===== config.mk =====
export PLATFORM = sky130hd
export DESIGN_NAME = bat_matcher
export DESIGN_NICKNAME = d
export VERILOG_FILES = /design/src/rtl/bat_pkg.sv /design/src/rtl/bat_pair_bank.sv /design/src/rtl/bat_entry_match.sv /design/src/rtl/bat_prio_pick.sv /design/src/rtl/bat_matcher.sv
export SDC_FILE = /design/constraint.sdc
export NUM_CORES = 1
export LEC_CHECK = 0
export BUFFER_PORTS_ARGS = -buffer_cell sky130_fd_sc_hd__buf_2
export CORE_ASPECT_RATIO = 2
export CORE_UTILIZATION = 54
export CTS_CLUSTER_DIAMETER = 120
export CTS_CLUSTER_SIZE = 14
export DETAILED_ROUTE_END_ITERATION = 8
export PLACE_DENSITY = 0.75
export SLEW_MARGIN = 0
export SYNTH_ARGS = -nofsm -noshare
export SYNTH_HDL_FRONTEND = slang
export SYNTH_SLANG_ARGS = --single-unit
export TNS_END_PERCENT = 30

===== constraint.sdc =====
create_clock -name clk -period 2.3 [get_ports clk]
set_clock_uncertainty 0.2 [all_clocks]
set_input_delay 0.115 -clock clk [delete_from_list [all_inputs] [get_ports clk]]
set_output_delay 0.115 -clock clk [all_outputs]
set_load 0.03 [all_outputs]

===== src/rtl/bat_pkg.sv =====
package bat_pkg;
  localparam int unsigned WORD_W     = 32;
  localparam int unsigned PAGE_BITS  = 12;
  localparam int unsigned LEN_LSB    = 2;
  localparam int unsigned LEN_W      = 11;
  localparam int unsigned LEN_SHIFT  = 15;
  localparam int unsigned VLD_SUP    = 1;
  localparam int unsigned VLD_USR    = 0;
  localparam logic [WORD_W-1:0] BLK_MASK  = 32'hFFFE_0000;
  localparam logic [WORD_W-1:0] PAGE_MASK = ~((32'd1 << PAGE_BITS) - 32'd1);

  typedef struct packed {
    logic x;
    logic w;
    logic r;
  } rights_t;

  function automatic rights_t code_rights(input logic [1:0] code);
    rights_t g;
    g.r = (code != 2'd0);
    g.x = (code != 2'd0);
    g.w = (code == 2'd2);
    return g;
  endfunction
endpackage


===== src/rtl/bat_pair_bank.sv =====
module bat_pair_bank #(
  parameter int unsigned N_ENTRIES = 4,
  parameter int unsigned IDXW      = (N_ENTRIES > 1) ? $clog2(N_ENTRIES) : 1
) (
  input  logic                                    clk,
  input  logic                                    rst_n,
  input  logic                                    we,
  input  logic [IDXW-1:0]                         idx,
  input  logic                                    hi,
  input  logic [bat_pkg::WORD_W-1:0]              wdata,
  output logic [N_ENTRIES-1:0][bat_pkg::WORD_W-1:0] upper_q,
  output logic [N_ENTRIES-1:0][bat_pkg::WORD_W-1:0] lower_q
);
  for (genvar g = 0; g < N_ENTRIES; g++) begin : g_ent
    logic en_up, en_lo;
    logic [bat_pkg::WORD_W-1:0] up_d, lo_d;

    always_comb begin
      en_up = we &&  hi && (idx == IDXW'(g));
      en_lo = we && !hi && (idx == IDXW'(g));
      up_d  = en_up ? wdata : upper_q[g];
      lo_d  = en_lo ? wdata : lower_q[g];
    end

    always_ff @(posedge clk or negedge rst_n) begin
      if (!rst_n) begin
        upper_q[g] <= '0;
        lower_q[g] <= '0;
      end else begin
        if (en_up) upper_q[g] <= up_d;
        if (en_lo) lower_q[g] <= lo_d;
      end
    end
  end
endmodule


===== src/rtl/bat_entry_match.sv =====
module bat_entry_match
  import bat_pkg::*;
(
  input  logic [WORD_W-1:0] upper,
  input  logic [WORD_W-1:0] lower,
  input  logic [WORD_W-1:0] ea,
  input  logic              user,
  output logic              hit,
  output logic [WORD_W-1:0] page,
  output logic [2:0]        rights
);
  logic [LEN_W-1:0]  blen;
  logic [WORD_W-1:0] len_ext;
  logic [WORD_W-1:0] mask;
  logic              vld;
  rights_t           g;

  always_comb begin
    blen    = upper[LEN_LSB +: LEN_W];
    len_ext = {{(WORD_W-LEN_W){1'b0}}, blen};
    mask    = BLK_MASK & ~(len_ext << LEN_SHIFT);
    vld     = user ? upper[VLD_USR] : upper[VLD_SUP];
    hit     = vld && ((ea & mask) == (upper & BLK_MASK));
    page    = ((lower & mask) | (ea & ~mask)) & PAGE_MASK;
    g       = code_rights(lower[1:0]);
    rights  = g;
  end
endmodule


===== src/rtl/bat_prio_pick.sv =====
module bat_prio_pick #(
  parameter int unsigned N_ENTRIES = 4,
  parameter int unsigned IDXW      = (N_ENTRIES > 1) ? $clog2(N_ENTRIES) : 1
) (
  input  logic [N_ENTRIES-1:0]                      hits,
  input  logic [N_ENTRIES-1:0][bat_pkg::WORD_W-1:0] pages,
  input  logic [N_ENTRIES-1:0][2:0]                 rights,
  output logic                                      any,
  output logic [IDXW-1:0]                           idx,
  output logic [bat_pkg::WORD_W-1:0]                page,
  output logic [2:0]                                rts
);
  always_comb begin
    any  = 1'b0;
    idx  = '0;
    page = '0;
    rts  = '0;
    for (int i = N_ENTRIES-1; i >= 0; i--) begin
      if (hits[i]) begin
        any  = 1'b1;
        idx  = IDXW'(i);
        page = pages[i];
        rts  = rights[i];
      end
    end
  end
endmodule


===== src/rtl/bat_matcher.sv =====
module bat_matcher #(
  parameter int unsigned N_ENTRIES = 4,
  parameter int unsigned IDXW      = (N_ENTRIES > 1) ? $clog2(N_ENTRIES) : 1
) (
  input  logic            clk,
  input  logic            rst_n,
  input  logic            cfg_we,
  input  logic            cfg_ifetch,
  input  logic [IDXW-1:0] cfg_idx,
  input  logic            cfg_hi,
  input  logic [31:0]     cfg_wdata,
  input  logic            req_valid,
  input  logic            req_fetch,
  input  logic            req_store,
  input  logic            req_user,
  input  logic [31:0]     req_ea,
  output logic            rsp_valid,
  output logic            rsp_hit,
  output logic [IDXW-1:0] rsp_idx,
  output logic [31:0]     rsp_page,
  output logic [2:0]      rsp_rights,
  output logic            rsp_violation
);
  import bat_pkg::*;

  logic [N_ENTRIES-1:0][WORD_W-1:0] i_up, i_lo, d_up, d_lo, s_up, s_lo;
  logic [N_ENTRIES-1:0][WORD_W-1:0] e_page;
  logic [N_ENTRIES-1:0][2:0]        e_rts;
  logic [N_ENTRIES-1:0]             e_hit;

  bat_pair_bank #(.N_ENTRIES(N_ENTRIES), .IDXW(IDXW)) u_ibank (
    .clk(clk), .rst_n(rst_n), .we(cfg_we && cfg_ifetch), .idx(cfg_idx),
    .hi(cfg_hi), .wdata(cfg_wdata), .upper_q(i_up), .lower_q(i_lo)
  );

  bat_pair_bank #(.N_ENTRIES(N_ENTRIES), .IDXW(IDXW)) u_dbank (
    .clk(clk), .rst_n(rst_n), .we(cfg_we && !cfg_ifetch), .idx(cfg_idx),
    .hi(cfg_hi), .wdata(cfg_wdata), .upper_q(d_up), .lower_q(d_lo)
  );

  always_comb begin
    s_up = req_fetch ? i_up : d_up;
    s_lo = req_fetch ? i_lo : d_lo;
  end

  for (genvar g = 0; g < N_ENTRIES; g++) begin : g_cmp
    bat_entry_match u_match (
      .upper(s_up[g]), .lower(s_lo[g]), .ea(req_ea), .user(req_user),
      .hit(e_hit[g]), .page(e_page[g]), .rights(e_rts[g])
    );
  end

  logic            p_any;
  logic [IDXW-1:0] p_idx;
  logic [31:0]     p_page;
  logic [2:0]      p_rts;

  bat_prio_pick #(.N_ENTRIES(N_ENTRIES), .IDXW(IDXW)) u_pick (
    .hits(e_hit), .pages(e_page), .rights(e_rts),
    .any(p_any), .idx(p_idx), .page(p_page), .rts(p_rts)
  );

  rights_t         need;
  logic            vld_d, hit_d, viol_d;
  logic [IDXW-1:0] idx_d;
  logic [31:0]     page_d;
  logic [2:0]      rts_d;
  logic            res_en;

  always_comb begin
    need   = '0;
    if (req_fetch)      need.x = 1'b1;
    else if (req_store) need.w = 1'b1;
    else                need.r = 1'b1;
    res_en = req_valid;
    vld_d  = req_valid;
    hit_d  = p_any;
    idx_d  = p_idx;
    page_d = p_page;
    rts_d  = p_rts;
    viol_d = p_any && ((need & ~p_rts) != 3'b000);
  end

  always_ff @(posedge clk or negedge rst_n) begin
    if (!rst_n) begin
      rsp_valid <= 1'b0;
    end else begin
      rsp_valid <= vld_d;
    end
  end

  always_ff @(posedge clk or negedge rst_n) begin
    if (!rst_n) begin
      rsp_hit       <= 1'b0;
      rsp_idx       <= '0;
      rsp_page      <= '0;
      rsp_rights    <= '0;
      rsp_violation <= 1'b0;
    end else if (res_en) begin
      rsp_hit       <= hit_d;
      rsp_idx       <= idx_d;
      rsp_page      <= page_d;
      rsp_rights    <= rts_d;
      rsp_violation <= viol_d;
    end
  end
endmodule


After elaboration in Yosys (flattened, before gate mapping)
Index checks and enable logic that the tools add are counted.
{"block": "classes", "reduce_logical": 35, "n_bitwise": 26, "mux": 26, "eq_ne": 11}
{"op": "AND 32 bit", "count": 12}
{"op": "2-to-1 mux 128 bit", "count": 2}
{"op": "== test 32 bit", "count": 4}
{"op": "2-to-1 mux 32 bit", "count": 4}
{"op": "inverter 26 -> 32 bit", "count": 4}
{"op": "inverter 32 bit", "count": 4}
{"op": "bitwise OR 32 bit", "count": 4}
{"op": "logical AND 1 bit", "count": 27}
{"op": "== test 2 bit (second input constant)", "count": 6}
{"op": "2-to-1 mux 3 bit", "count": 4}
{"op": "2-to-1 mux 1 bit", "count": 11}
{"op": "2-to-1 mux 2 bit", "count": 5}
{"op": "nonzero test 2 bit", "count": 4}
{"op": "AND 3 bit", "count": 1}
{"op": "inverter 3 bit", "count": 1}
{"op": "nonzero test 3 bit", "count": 1}
{"op": "== test 2 x 1 -> 1 bit (second input constant)", "count": 1}
{"op": "logical NOT 1 bit", "count": 2}
{"op": "logical NOT 2 bit", "count": 1}
{"block": "totals", "elab_cells": 120, "inputBits": 75, "register_bits": 552}

Logic depth before layout (Yosys ltp)
Gate-level depths: netlist (run 1).
{"block": "depth", "ltp_word": 13, "ltp_mapped": 15, "depth_no_buf": 9}

Hierarchy
Synthesis (run 1) repeated with hierarchy kept, for this count alone.
{"block": "unflattened", "hier_cells": 1879, "hier_area_um2": 28003.1}
{"module": "bat_pair_bank", "area_each_um2": 9616.7, "n_inst": 2, "cells_each": 551, "seq_area_each_um2": 6406.1}
{"module": "bat_matcher", "area_each_um2": 5436.5, "n_inst": 1, "cells_each": 376, "seq_area_each_um2": 1001.0}
{"module": "bat_entry_match", "area_each_um2": 540.5, "n_inst": 4, "cells_each": 67, "seq_area_each_um2": 0.0}
{"module": "bat_prio_pick", "area_each_um2": 1171.1, "n_inst": 1, "cells_each": 133, "seq_area_each_um2": 0.0}

Worst setup path before layout (run 1)
No wires, ideal clock.
{"block": "synth_timing", "kind": "input-to-reg", "startpoint": "input req_fetch", "endpoint": "register rsp_violation", "cell_stages": 12, "arrival_ns": 2.260, "setup_slack_ns": -0.289, "setup_ns": 0.129, "n_path_buf": 6, "path_cell_list": "buf_6 > buf_6 > buf_6 > buf_6 > buf_6 > buf_4 > o32a_1 > or4b_1 > nor4_1 > o21ai_0 > a32oi_1 > o21ai_1"}
{"block": "synth_between", "elab_chain_len": 13, "elab_cells_between_ends": 44, "cone_classes": "eq/ne (8); mux (16); bitwise (10); reduce/logical (10)"}
{"element": "start, declared", "line": "bat_matcher.sv:13", "text": "input logic req_fetch,"}
{"element": "2-to-1 mux 128 bit", "line": "bat_matcher.sv:42", "text": "s_up = req_fetch ? i_up : d_up;"}
{"element": "inverter 26 -> 32 bit", "line": "bat_entry_match.sv:21", "text": "mask = BLK_MASK & ~(len_ext << LEN_SHIFT);"}
{"element": "AND 32 bit", "line": "bat_entry_match.sv:23", "text": "hit = vld && ((ea & mask) == (upper & BLK_MASK));"}
{"element": "== test 32 bit", "line": "bat_entry_match.sv:23"}
{"element": "logical AND 1 bit", "line": "bat_entry_match.sv:23"}
{"element": "2-to-1 mux 3 bit (4 in a row)", "line": "bat_prio_pick.sv:19", "text": "if (hits[i]) begin"}
{"element": "inverter 3 bit", "line": "bat_matcher.sv:81", "text": "viol_d = p_any && ((need & ~p_rts) != 3'b000);"}
{"element": "AND 3 bit", "line": "bat_matcher.sv:81"}
{"element": "nonzero test 3 bit", "line": "bat_matcher.sv:81"}
{"element": "logical AND 1 bit *", "line": "bat_matcher.sv:81"}
{"element": "end signal, assigned", "line": "bat_matcher.sv:104", "text": "rsp_violation <= viol_d;"}
{"element": "end, declared", "line": "bat_matcher.sv:22", "text": "output logic rsp_violation"}
Every way passes the cells marked *; elsewhere a longest branch is shown, timed or not.
A chain may end at the register's enable or synchronous reset.

Final worst setup path (run 1)
{"block": "layout_timing", "startpoint": "register u_dbank.upper_q[102] (netlist name)", "endpoint": "register rsp_page[16]"}
{"block": "layout_between", "elab_chain_len": 9}
{"element": "start, declared", "line": "bat_pair_bank.sv:11", "text": "output logic [N_ENTRIES-1:0][bat_pkg::WORD_W-1:0] upper_q,"}
{"element": "start signal, assigned by index", "line": "bat_pair_bank.sv:30", "text": "if (en_up) upper_q[g] <= up_d;"}
{"element": "2-to-1 mux 128 bit", "line": "bat_matcher.sv:42"}
{"element": "inverter 26 -> 32 bit", "line": "bat_entry_match.sv:21"}
{"element": "AND 32 bit", "line": "bat_entry_match.sv:23"}
{"element": "== test 32 bit", "line": "bat_entry_match.sv:23"}
{"element": "logical AND 1 bit", "line": "bat_entry_match.sv:23"}
{"element": "2-to-1 mux 32 bit (4 in a row)", "line": "bat_prio_pick.sv:19"}
{"element": "end signal, assigned", "line": "bat_matcher.sv:102", "text": "rsp_page <= page_d;"}
{"element": "end, declared", "line": "bat_matcher.sv:20", "text": "output logic [31:0] rsp_page,"}
Every way passes these cells.

==> results.py, run 1 <==
metrics = {
    "die": {
        "rows": 94,
        "dieWidth_um": 131,
        "start_util_pct": 54.9,
        "fp.dieH_um": 261,
        "core_area_um2": 32900,
        "pin_count": 115,
        "die-area_um2": 34200,
    },
    "clock_network": {
        "cts_root_buf": "clkbuf_16",
        "cts_sinks": 371,
        "cts-buffers-inserted": 30,
        "clk_latency_ns": 0.59,
        "clkTransAtPathRegs_ns": 0.07,
        "ctsHtreeMaxLevel": 1,
        "cts_tree": "done",
        "clockBufferDepth": 3,
    },
    "pwr": {
        "ir_worst_vdd_v": 0.000848,
        "leakagePower_nw": 9.93,
        "power.density_nw_per_um2": 830,
        "total_power_mw": 18.6,
    },
    "logic_synthesis": {
        "synthTopCellsByCount": "371 x dfrtp_1, 351 x mux2_2, 84 x mux2i_1, 72 x o21ai_0, 71 x clkbuf_1",
        "ys_ff_latch": 371,
        "synth.area.top_cells": "dfrtp_1 51%, mux2_2 22%, mux2i_1 4.7%",
        "synthFlopType": "dfrtp_1",
        "avgSynthCellArea_um2": 12.2,
        "yosysTopAreaCell": "dfrtp_1",
        "yosysMostFrequentCell": "dfrtp_1",
        "synth_edf_count": 0,
        "yosysSeqAreaShare_pct": 51.4,
        "netlist.area_leader.share_pct": 51.4,
        "synthArstFlopShare_pct": 100,
        "syn_area_um2": 18100,
        "yosysUniqueCellTypes": 61,
        "ys_warn_count": 0,
        "netlist_instances": 1484,
    },
    "drt": {
        "dr.pass1.iters": 5,
        "drc_errors": 0,
        "ant_nets": 0,
        "via_per_inst": 6.23,
        "vias": 14000,
        "drt_iter0_drc": 909,
        "finalWirelength_mm": 58.7,
        "wire_per_inst_um": 26.2,
    },
    "run_status": {
        "status": "finished with violations",
        "violations": "setup timing",
    },
    "setup_path": {
        "endpoint_kind": "flop",
        "required_ns": 2.56,
        "cp-start-kind": "flop",
        "critical-path-slowest-cell": "dfrtp_1",
        "cp_num_buf_inv": 5,
        "path_class": "reg -> reg",
        "cpPeakStageDelay_ns": 0.38,
        "r2r_cells": 12,
        "worstPathArrival_ns": 2.88,
        "path_delay_family": "compound AO/OA/AOI/OAI gates",
        "cp_cell_sequence": "buf_4, nor3_2, a21oi_2, buf_4, o2111ai_1, nor4_2, buf_4, and3_4, buf_4, o31a_1, buf_12, a22o_1",
        "cpMostUsedCell": "buf_4",
        "cp.depth": 12,
        "cp_max_fo": 6,
    },
    "cells_and_area": {
        "syn_to_final_growth_pct": 23.9,
        "n_antenna_cell": 0,
        "nNetsFinal": 1884,
        "drive_gt1_share_pct": 44.3,
        "fillCellCount": 2513,
        "final_cells": 2241,
    },
    "timing": {
        "post-route-period-util_pct": 114,
        "fmax_mhz": 382,
        "max_slew_margin_pct": 52.1,
        "setup_viol": 26,
        "layout_min_cycle_time_ns": 2.62,
        "worst_pin_slew_ns": 0.713,
        "grt_setup_unrepaired": "true",
        "setup_ws_ns": -0.316,
        "final-max-slew-violation-count": 0,
        "hold_viol": 0,
    },
    "worst_hold_path": {
        "hold_path_class": "in -> reg",
        "hold_path_depth": 4,
    },
    "placed_design": {
        "gp_congestion": 0.963,
        "place_inst": 2165,
        "io_buffers": 84,
        "dp_slack_ns": -0.650,
        "hpwl_mm": 40.5,
    },
    "flow_run": {
        "cap_viol_max_count": 0,
    },
    "global_routing": {
        "overflow": 0,
        "antenna_found_initial": 1,
        "grt_max_degree": 75,
        "grt_pass1_vias": 14900,
        "grt_pass1_wl_mm": 88.3,
        "grt_usage_pct": 35.0,
    },
}
logic make-up after synthesis:
| group | count (synthesis) | synth area share [%] |
|---|---|---|
| compound gates | 261 | 9.52 |
| flops | 371 | 51.4 |
| xor+xnor | 28 | 1.36 |
| mux | 436 | 26.7 |
| simple gates | 256 | 7.67 |
| buf+inv | 131 | 3.39 |
| other cells | 1 | 0.0208 |
flip-flops by register name (all words and copies together) (netlist names), 2 cells and up:
name,flops
rsp_idx,2
u_dbank.lower_q,68
u_dbank.upper_q,104
rsp_page,20
u_ibank.lower_q,68
rsp_rights,2
u_ibank.upper_q,104
repair_timing:
item	in CTS	in global routing
endpoints found under the hold margin	727	0
buffers inserted	3	1
hold buffers	40	0
gates resized for setup	52	9
pin swaps	18	9
setup endpoints to repair	26	26
final timing paths:
check | start | slack (ns) | endpoint
setup / recovery | u_dbank.upper_q[102]$_DFFE_PN0P_ | -0.32 | rsp_page[16]$_DFFE_PN0P_
hold / removal | cfg_hi | 0.03 | u_ibank.lower_q[22]$_DFFE_PN0P_
setup reg to reg | u_dbank.upper_q[102]$_DFFE_PN0P_ | -0.32 | rsp_page[16]$_DFFE_PN0P_
hold reg to reg | rsp_rights[1]$_DFFE_PN0P_ | 0.30 | rsp_rights[1]$_DFFE_PN0P_
max in group asynchronous | rst_n | 0.65 | u_dbank.upper_q[94]$_DFFE_PN0P_
min in group asynchronous | rst_n | 0.41 | u_ibank.upper_q[41]$_DFFE_PN0P_
layout by cell type, fill, tap and decap left out, types with 4 or more instances in the layout:
master / Yosys / final
a21oi_1: 48 / 41
inv_1: 21 / 21
nand3_1: 6 / 6
o2111ai_1: 6 / 5
mux2_2: 351 / 351
nor3b_1: 15 / 15
nor2_2: 0 / 4
buf_4: 19 / 243
a22oi_1: 9 / 7
nor3_2: 0 / 9
nand2b_4: 0 / 7
o21ai_0: 72 / 64
mux2i_1: 84 / 84
a221oi_2: 0 / 7
nor3_1: 47 / 38
dfrtp_1: 371 / 371
dlygate4sd3_1: 0 / 40
xnor2_1: 6 / 6
conb_1: 1 / 12
a21o_1: 8 / 8
buf_2: 8 / 82
nand2_1: 49 / 49
clkbuf_16: 0 / 31
nor2b_1: 35 / 34
a21oi_2: 0 / 7
nor4_2: 1 / 5
a211oi_1: 45 / 44
nand2b_1: 37 / 30
or3_1: 5 / 5
a22o_1: 5 / 5
o211ai_1: 16 / 16
nor2_1: 27 / 21
o21ai_1: 5 / 11
xor2_1: 22 / 22
a32oi_1: 11 / 8
buf_6: 5 / 4
buf_12: 0 / 21
nand4_1: 15 / 15
per-layer routing:
layer | track usage [%] | vias to the layer above | wire (µm)
met5 | 0 | - | 0
met4 | 33.1 | 0 | 6200
met3 | 4.80 | 261 | 2970
met2 | 61.0 | 570 | 29600
met1 | 36.4 | 7117 | 20000
li1 | - | 6022 | -
power by group:
group	internal (mW)	leakage [nW]	switching, mW
Combinational	2.74	4.96	2.33
Clock	2.36	0.387	2.28
Sequential	7.94	4.59	0.925
Total	13.0	9.93	5.54
final cells by class:
| cell class | instances | area [µm²] | share of cell area (%) |
|---|---|---|---|
| multi-input combinational | 993 | 8570 | 38.3 |
| tap | 432 | 541 | 2.41 |
| timing repair buffer | 392 | 3130 | 14.0 |
| clock buffer | 31 | 776 | 3.47 |
| sequential | 371 | 9280 | 41.5 |
| inverter | 21 | 78.8 | 0.352 |
| clock inverter | 1 | 8.76 | 0.0391 |
stage by stage:
step	area, µm²	setup TNS (ns)	util [%]	hold slack (ns)
finish	22400	-6.85	68.0	0.0272
global route	22400	-10.01	68.0	0.0443
CTS	22300	-8.04	67.8	0.0160
detailed placement	20900	-14.92	63.4	-0.0944
global placement	20900	-12.81	63.4	-0.0953
floorplan	18100	-5.06	-	-0.381
worst register-to-register path, delay by kind of cell (launching register included):
kind,cells,cell delay (ns)
compound gates,4,0.79
buf+inv,5,0.74
flops,1,0.38
simple gates,3,0.41
Note: power is estimated with default switching activity, not from simulation.
==> run 2, diff against run 1 <==
--- a/config.mk
+++ b/config.mk
@@ -12,8 +12,10 @@
 export CTS_CLUSTER_SIZE = 14
 export DETAILED_ROUTE_END_ITERATION = 8
-export PLACE_DENSITY = 0.75
+export PLACE_DENSITY = 0.74
+export SETUP_SLACK_MARGIN = 0.05
 export SLEW_MARGIN = 0
 export SYNTH_ARGS = -nofsm -noshare
 export SYNTH_HDL_FRONTEND = slang
+export SYNTH_HIERARCHICAL = 1
 export SYNTH_SLANG_ARGS = --single-unit
 export TNS_END_PERCENT = 30
==> constraint.sdc (replaced) <==
create_clock -name clk -period 2.3 [get_ports clk]
set_clock_uncertainty 0.2 [all_clocks]
set_input_delay 0.46 -clock clk [delete_from_list [all_inputs] [get_ports clk]]
set_output_delay 0.46 -clock clk [all_outputs]
set_load 0.03 [all_outputs]
==> results.py, run 2 <==
metrics = {
    "setup_path": {
        "cp-start-kind": "flop",
        "path_delay_family": "simple AND/OR/NAND/NOR gates",
        "critical-path-slowest-cell": "dfrtp_1",
        "worstPathArrival_ns": 3.20,
        "cp_cell_sequence": "mux2_4, xor2_2, nor4_2, nand4_1, nor3_4, buf_6, inv_12, buf_16, o22ai_2, a21oi_2, mux2_2",
        "cp_num_buf_inv": 3,
        "path_class": "reg -> reg",
        "required_ns": 2.56,
        "endpoint_kind": "flop",
        "cp_max_fo": 9,
        "cpPeakStageDelay_ns": 0.38,
    },
    "drt": {
        "via_per_inst": 5.75,
        "dr.pass1.iters": 5,
        "drt_iter0_drc": 407,
        "finalWirelength_mm": 50.5,
        "wire_per_inst_um": 24.7,
        "ant_nets": 0,
        "drc_errors": 0,
        "vias": 11800,
    },
    "clock_network": {
        "clockBufferDepth": 3,
        "clkTransAtPathRegs_ns": 0.07,
        "cts_tree": "done",
        "clk_latency_ns": 0.60,
        "ctsHtreeMaxLevel": 1,
        "cts_sinks": 384,
        "cts-buffers-inserted": 31,
        "cts_root_buf": "clkbuf_16",
    },
    "die": {
        "pin_count": 115,
        "start_util_pct": 54.6,
        "dieWidth_um": 140,
        "rows": 101,
        "fp.dieH_um": 279,
        "core_area_um2": 37800,
        "die-area_um2": 39100,
    },
    "timing": {
        "layout_min_cycle_time_ns": 2.95,
        "grt_setup_unrepaired": "true",
        "final-max-slew-violation-count": 0,
        "fmax_mhz": 339,
        "setup_ws_ns": -0.646,
        "setup_viol": 39,
        "tns_ns": -23.78,
        "hold_viol": 0,
        "post-route-period-util_pct": 128,
    },
    "cells_and_area": {
        "final_common_cell": "mux2_2",
        "n_antenna_cell": 0,
        "seq_area_um2": 9610,
        "fillCellCount": 2881,
        "top_regs": "u_dbank/upper_q (104), u_ibank/upper_q (104)",
        "fin_util_pct": 61.4,
        "nNetsFinal": 1658,
        "syn_to_final_growth_pct": 12.4,
        "layout_common_cells": "420 x mux2_2, 384 x dfrtp_1, 151 x mux2_4, 115 x buf_4, 94 x buf_2",
        "drive_gt1_share_pct": 60.1,
        "multi_input_area_um2": 10000,
    },
    "pwr": {
        "switching_share_pct": 27.3,
        "power_frac_comb_pct": 26.4,
        "pwr-share-clk_pct": 25.6,
        "power.density_nw_per_um2": 797,
        "leakagePower_nw": 10.6,
        "ir_worst_vdd_v": 0.000663,
        "pwr-share-seq_pct": 48.1,
        "p_int_mw": 13.4,
        "switchingPower_mw": 5.05,
    },
    "global_routing": {
        "overflow": 0,
        "antenna_found_initial": 0,
        "grt_usage_pct": 26.5,
        "grt_pass1_wl_mm": 77.2,
        "grt_pass1_vias": 13200,
        "grt_max_degree": 70,
    },
    "worst_hold_path": {
        "hold_path_class": "in -> reg",
    },
    "logic_synthesis": {
        "netlist_instances": 1454,
        "avgSynthCellArea_um2": 14.2,
        "ys_warn_count": 6,
        "syn_area_um2": 20600,
    },
    "placed_design": {
        "gp_congestion": 0.843,
        "hpwl_mm": 35.2,
        "io_buffers": 96,
    },
    "flow_run": {
        "cap_viol_max_count": 0,
    },
    "run_status": {
        "status": "finished with violations",
        "violations": "setup timing",
    },
}
[run 2: path summary, 6_finish.rpt]
path                                                      start  cells past startpoint                          endpoint  slack, ns
worst max-delay path            u_dbank/upper_q[26]$_DFFE_PN0P_                     11           rsp_page[3]$_DFFE_PN0P_      -0.65
worst min-delay path                              cfg_wdata[12]                      2  u_dbank/upper_q[108]$_DFFE_PN0P_       0.01
worst max register to register  u_dbank/upper_q[26]$_DFFE_PN0P_                     11           rsp_page[3]$_DFFE_PN0P_      -0.65
worst min register to register  u_ibank/upper_q[20]$_DFFE_PN0P_                      1   u_ibank/upper_q[20]$_DFFE_PN0P_       0.28
max in group asynchronous                                 rst_n                      3   u_dbank/lower_q[84]$_DFFE_PN0P_       1.00
min in group asynchronous                                 rst_n                      2          rsp_page[10]$_DFFE_PN0P_       0.16
[run 2: final cells by class]
cell class	instances	share of cell area, %
inverter	3	0.102
clock buffer	31	3.34
multi-input combinational	907	43.1
sequential	384	41.4
timing repair buffer	256	9.47
clock inverter	2	0.0755
tap	463	2.50
[run 2: through the flow]
stage	instances	setup slack (ns)	hold slack [ns]	cell area, µm²	power [mW]
after floorplan	1498	-0.708	-0.0356	20900	12.4
after global placement	2002	-1.35	0.168	21900	13.5
after detailed placement	2002	-1.39	0.168	21900	13.8
after CTS	2042	-0.671	0.000719	23000	18.6
after global routing	2046	-0.701	0.0182	23200	19.3
final	2046	-0.646	0.0135	23200	18.5
[run 2: what timing repair did]
item	CTS	global route
hold endpoints to repair	288	0
cloned	2	2
pin swaps	23	21
gates resized for setup	50	20
buffers inserted	1	2
endpoints found under the setup margin	39	39
hold buffers	4	0
[run 2: power groups by stage]
stage	clock network (mW)	logic, mW	registers [mW]
floorplan	0	3.61	8.75
global placement	0	4.64	8.88
detailed placement	0	4.76	9.00
CTS	4.84	4.86	8.88
global route	5.06	5.16	9.04
finish	4.73	4.87	8.88
[run 2: layer usage]
layer	share of wire (%)	GRT usage [%]	up-vias	routed length, µm
met5	0	0	-	0
met4	6.0	15.8	0	3060
met3	2.9	2.56	117	1440
li1	-	-	5269	-
met1	35	27.5	6128	17800
met2	56	50.8	260	28200
[run 2: worst register-to-register path: cells and delay by family (launching register included)]
family | cells | cell delay, ns
compound gates | 2 | 0.23
xor+xnor | 1 | 0.15
buf+inv | 3 | 0.40
flops | 1 | 0.38
mux | 2 | 0.56
simple gates | 3 | 0.92
==> run 3, diff against run 2 <==
Settings changed: CORE_MARGIN from default to 5.
==> results.py, run 3 (synthesis gave the netlist of run 2 again) <==
metrics = {
    "run_status": {
        "status": "finished with violations",
        "violations": "setup timing",
    },
    "setup_path": {
        "cp_max_fo": 6,
        "r2r_slack_ns": -0.74,
        "cp-start-kind": "flop",
        "r2r-start": "u_dbank/upper_q[125]$_DFFE_PN0P_",
        "worstPathArrival_ns": 3.29,
        "crit_end": "rsp_violation$_DFFE_PN0P_",
        "cp-startpoint": "u_dbank/upper_q[125]$_DFFE_PN0P_",
        "r2r_cells": 12,
        "required_ns": 2.55,
        "path_class": "reg -> reg",
        "endpoint_kind": "flop",
        "r2r-end": "rsp_violation$_DFFE_PN0P_",
    },
    "timing": {
        "tns_ns": -23.22,
        "post-route-period-util_pct": 132,
        "layout_min_cycle_time_ns": 3.04,
        "grt_setup_unrepaired": "true",
        "setup_ws_ns": -0.744,
        "setup_viol": 39,
        "fmax_mhz": 328,
        "holdWs_ns": 0.0158,
        "hold_viol": 0,
        "final-max-slew-violation-count": 0,
    },
    "pwr": {
        "power.density_nw_per_um2": 799,
        "leakagePower_nw": 10.5,
        "switching_share_pct": 27.0,
        "switchingPower_mw": 4.96,
        "pwr-share-clk_pct": 25.4,
        "ir_worst_vdd_v": 0.000716,
        "p_int_mw": 13.4,
        "power_frac_comb_pct": 26.3,
        "pwr-share-seq_pct": 48.3,
        "total_power_mw": 18.4,
    },
    "clock_network": {
        "clk_latency_ns": 0.58,
        "cts_tree": "done",
        "cts-buffers-inserted": 31,
        "clockBufferDepth": 3,
        "cts_sinks": 384,
        "clkTransAtPathRegs_ns": 0.07,
        "ctsHtreeMaxLevel": 1,
        "cts_root_buf": "clkbuf_16",
    },
    "cells_and_area": {
        "top_regs": "u_dbank/upper_q (104), u_ibank/upper_q (104)",
        "layout_common_cells": "430 x mux2_2, 384 x dfrtp_1, 141 x mux2_4, 119 x buf_4, 94 x buf_2",
        "fillCellCount": 2947,
        "final_cells": 2045,
        "final_common_cell": "mux2_2",
        "drive_gt1_share_pct": 61.1,
        "nNetsFinal": 1656,
        "fin_util_pct": 60.6,
        "finalInstanceArea_um2": 23000,
        "syn_to_final_growth_pct": 11.3,
    },
    "drt": {
        "via_per_inst": 5.76,
        "drt_iter0_drc": 433,
        "finalWirelength_mm": 50.3,
        "ant_nets": 0,
        "dr.pass1.iters": 4,
        "drc_errors": 0,
        "wire_per_inst_um": 24.6,
        "vias": 11800,
    },
    "die": {
        "dieWidth_um": 148,
        "fp.dieH_um": 287,
        "die-area_um2": 42500,
        "rows": 101,
        "core_area_um2": 37900,
        "pin_count": 115,
        "start_util_pct": 54.5,
    },
    "placed_design": {
        "placed_cell_area_um2": 21800,
        "io_buffers": 96,
        "hpwl_mm": 36.1,
        "dp_slack_ns": -1.16,
        "place_inst": 1998,
        "gp_congestion": 0.848,
    },
    "global_routing": {
        "grt_max_degree": 81,
        "overflow": 0,
        "grt_pass1_wl_mm": 77.1,
        "antenna_found_initial": 2,
        "grt_pass1_vias": 13300,
        "grt_usage_pct": 23.7,
    },
    "worst_hold_path": {
        "hold_path_class": "in -> reg",
    },
    "flow_run": {
        "cap_viol_max_count": 0,
    },
}
==> run 3: final cells by class <==
class | count | area (µm²) | share of cell area [%]
Multi-Input combinational cell | 907 | 9860 | 42.9
Sequential cell | 384 | 9610 | 41.8
Clock inverter | 2 | 17.5 | 0.0762
Antenna cell | 1 | 2.50 | 0.0109
Inverter | 3 | 13.8 | 0.0599
Tap cell | 463 | 579 | 2.52
Clock buffer | 31 | 776 | 3.37
Timing Repair Buffer | 254 | 2130 | 9.26
==> run 3: routing by layer <==
metal	track usage (%)	wire, µm	share of wire, %	vias up
li1	-	-	-	5269
met1	24.5	17300	34	6126
met2	45.4	28100	56	248
met3	2.24	1460	2.9	128
met4	13.6	3410	6.8	2
met5	0	20	0.040	-
==> run 3: worst min path at each step <==
stage,startpoint,to,slack [ns],depth (start not counted)
floorplan,rst_n,rsp_hit$_DFFE_PN0P_,-0.04,0
global placement,rst_n,u_ibank/upper_q[87]$_DFFE_PN0P_,0.20,1
detailed placement,rst_n,u_ibank/upper_q[104]$_DFFE_PN0P_,0.20,1
CTS,cfg_wdata[8],u_dbank/upper_q[104]$_DFFE_PN0P_,0.0007,2
global route,cfg_wdata[8],u_dbank/upper_q[8]$_DFFE_PN0P_,0.02,2
finish,cfg_wdata[10],u_ibank/upper_q[106]$_DFFE_PN0P_,0.02,2
==> run 3: repair_timing <==
item	4_1_cts	5_1_grt
buffers inserted	3	7
hold buffers	2	0
pin swaps	1	9
setup endpoints to repair	39	39
hold endpoints to repair	107	0
gates cloned	0	1
resized for setup	19	28
==> run 3: critical path, stage by stage, from the launching register on <==
cell,delay (ns)
dfrtp_1,0.38
mux2_4,0.29
xor2_2,0.15
nor4_2,0.36
nand4_1,0.22
nor3_2,0.25
buf_4,0.19
nor2b_4,0.21
a22oi_1,0.10
a21oi_1,0.22
mux2i_1,0.11
o21ai_1,0.16
o22ai_1,0.08
==> run 3: power groups by stage <==
| stage | registers [mW] | clock network (mW) | logic (mW) |
|---|---|---|---|
| floorplan | 8.75 | 0 | 3.61 |
| global placement | 8.87 | 0 | 4.63 |
| detailed placement | 9.00 | 0 | 4.77 |
| CTS | 8.87 | 4.81 | 4.80 |
| global route | 9.04 | 5.03 | 5.13 |
| finish | 8.87 | 4.67 | 4.83 |
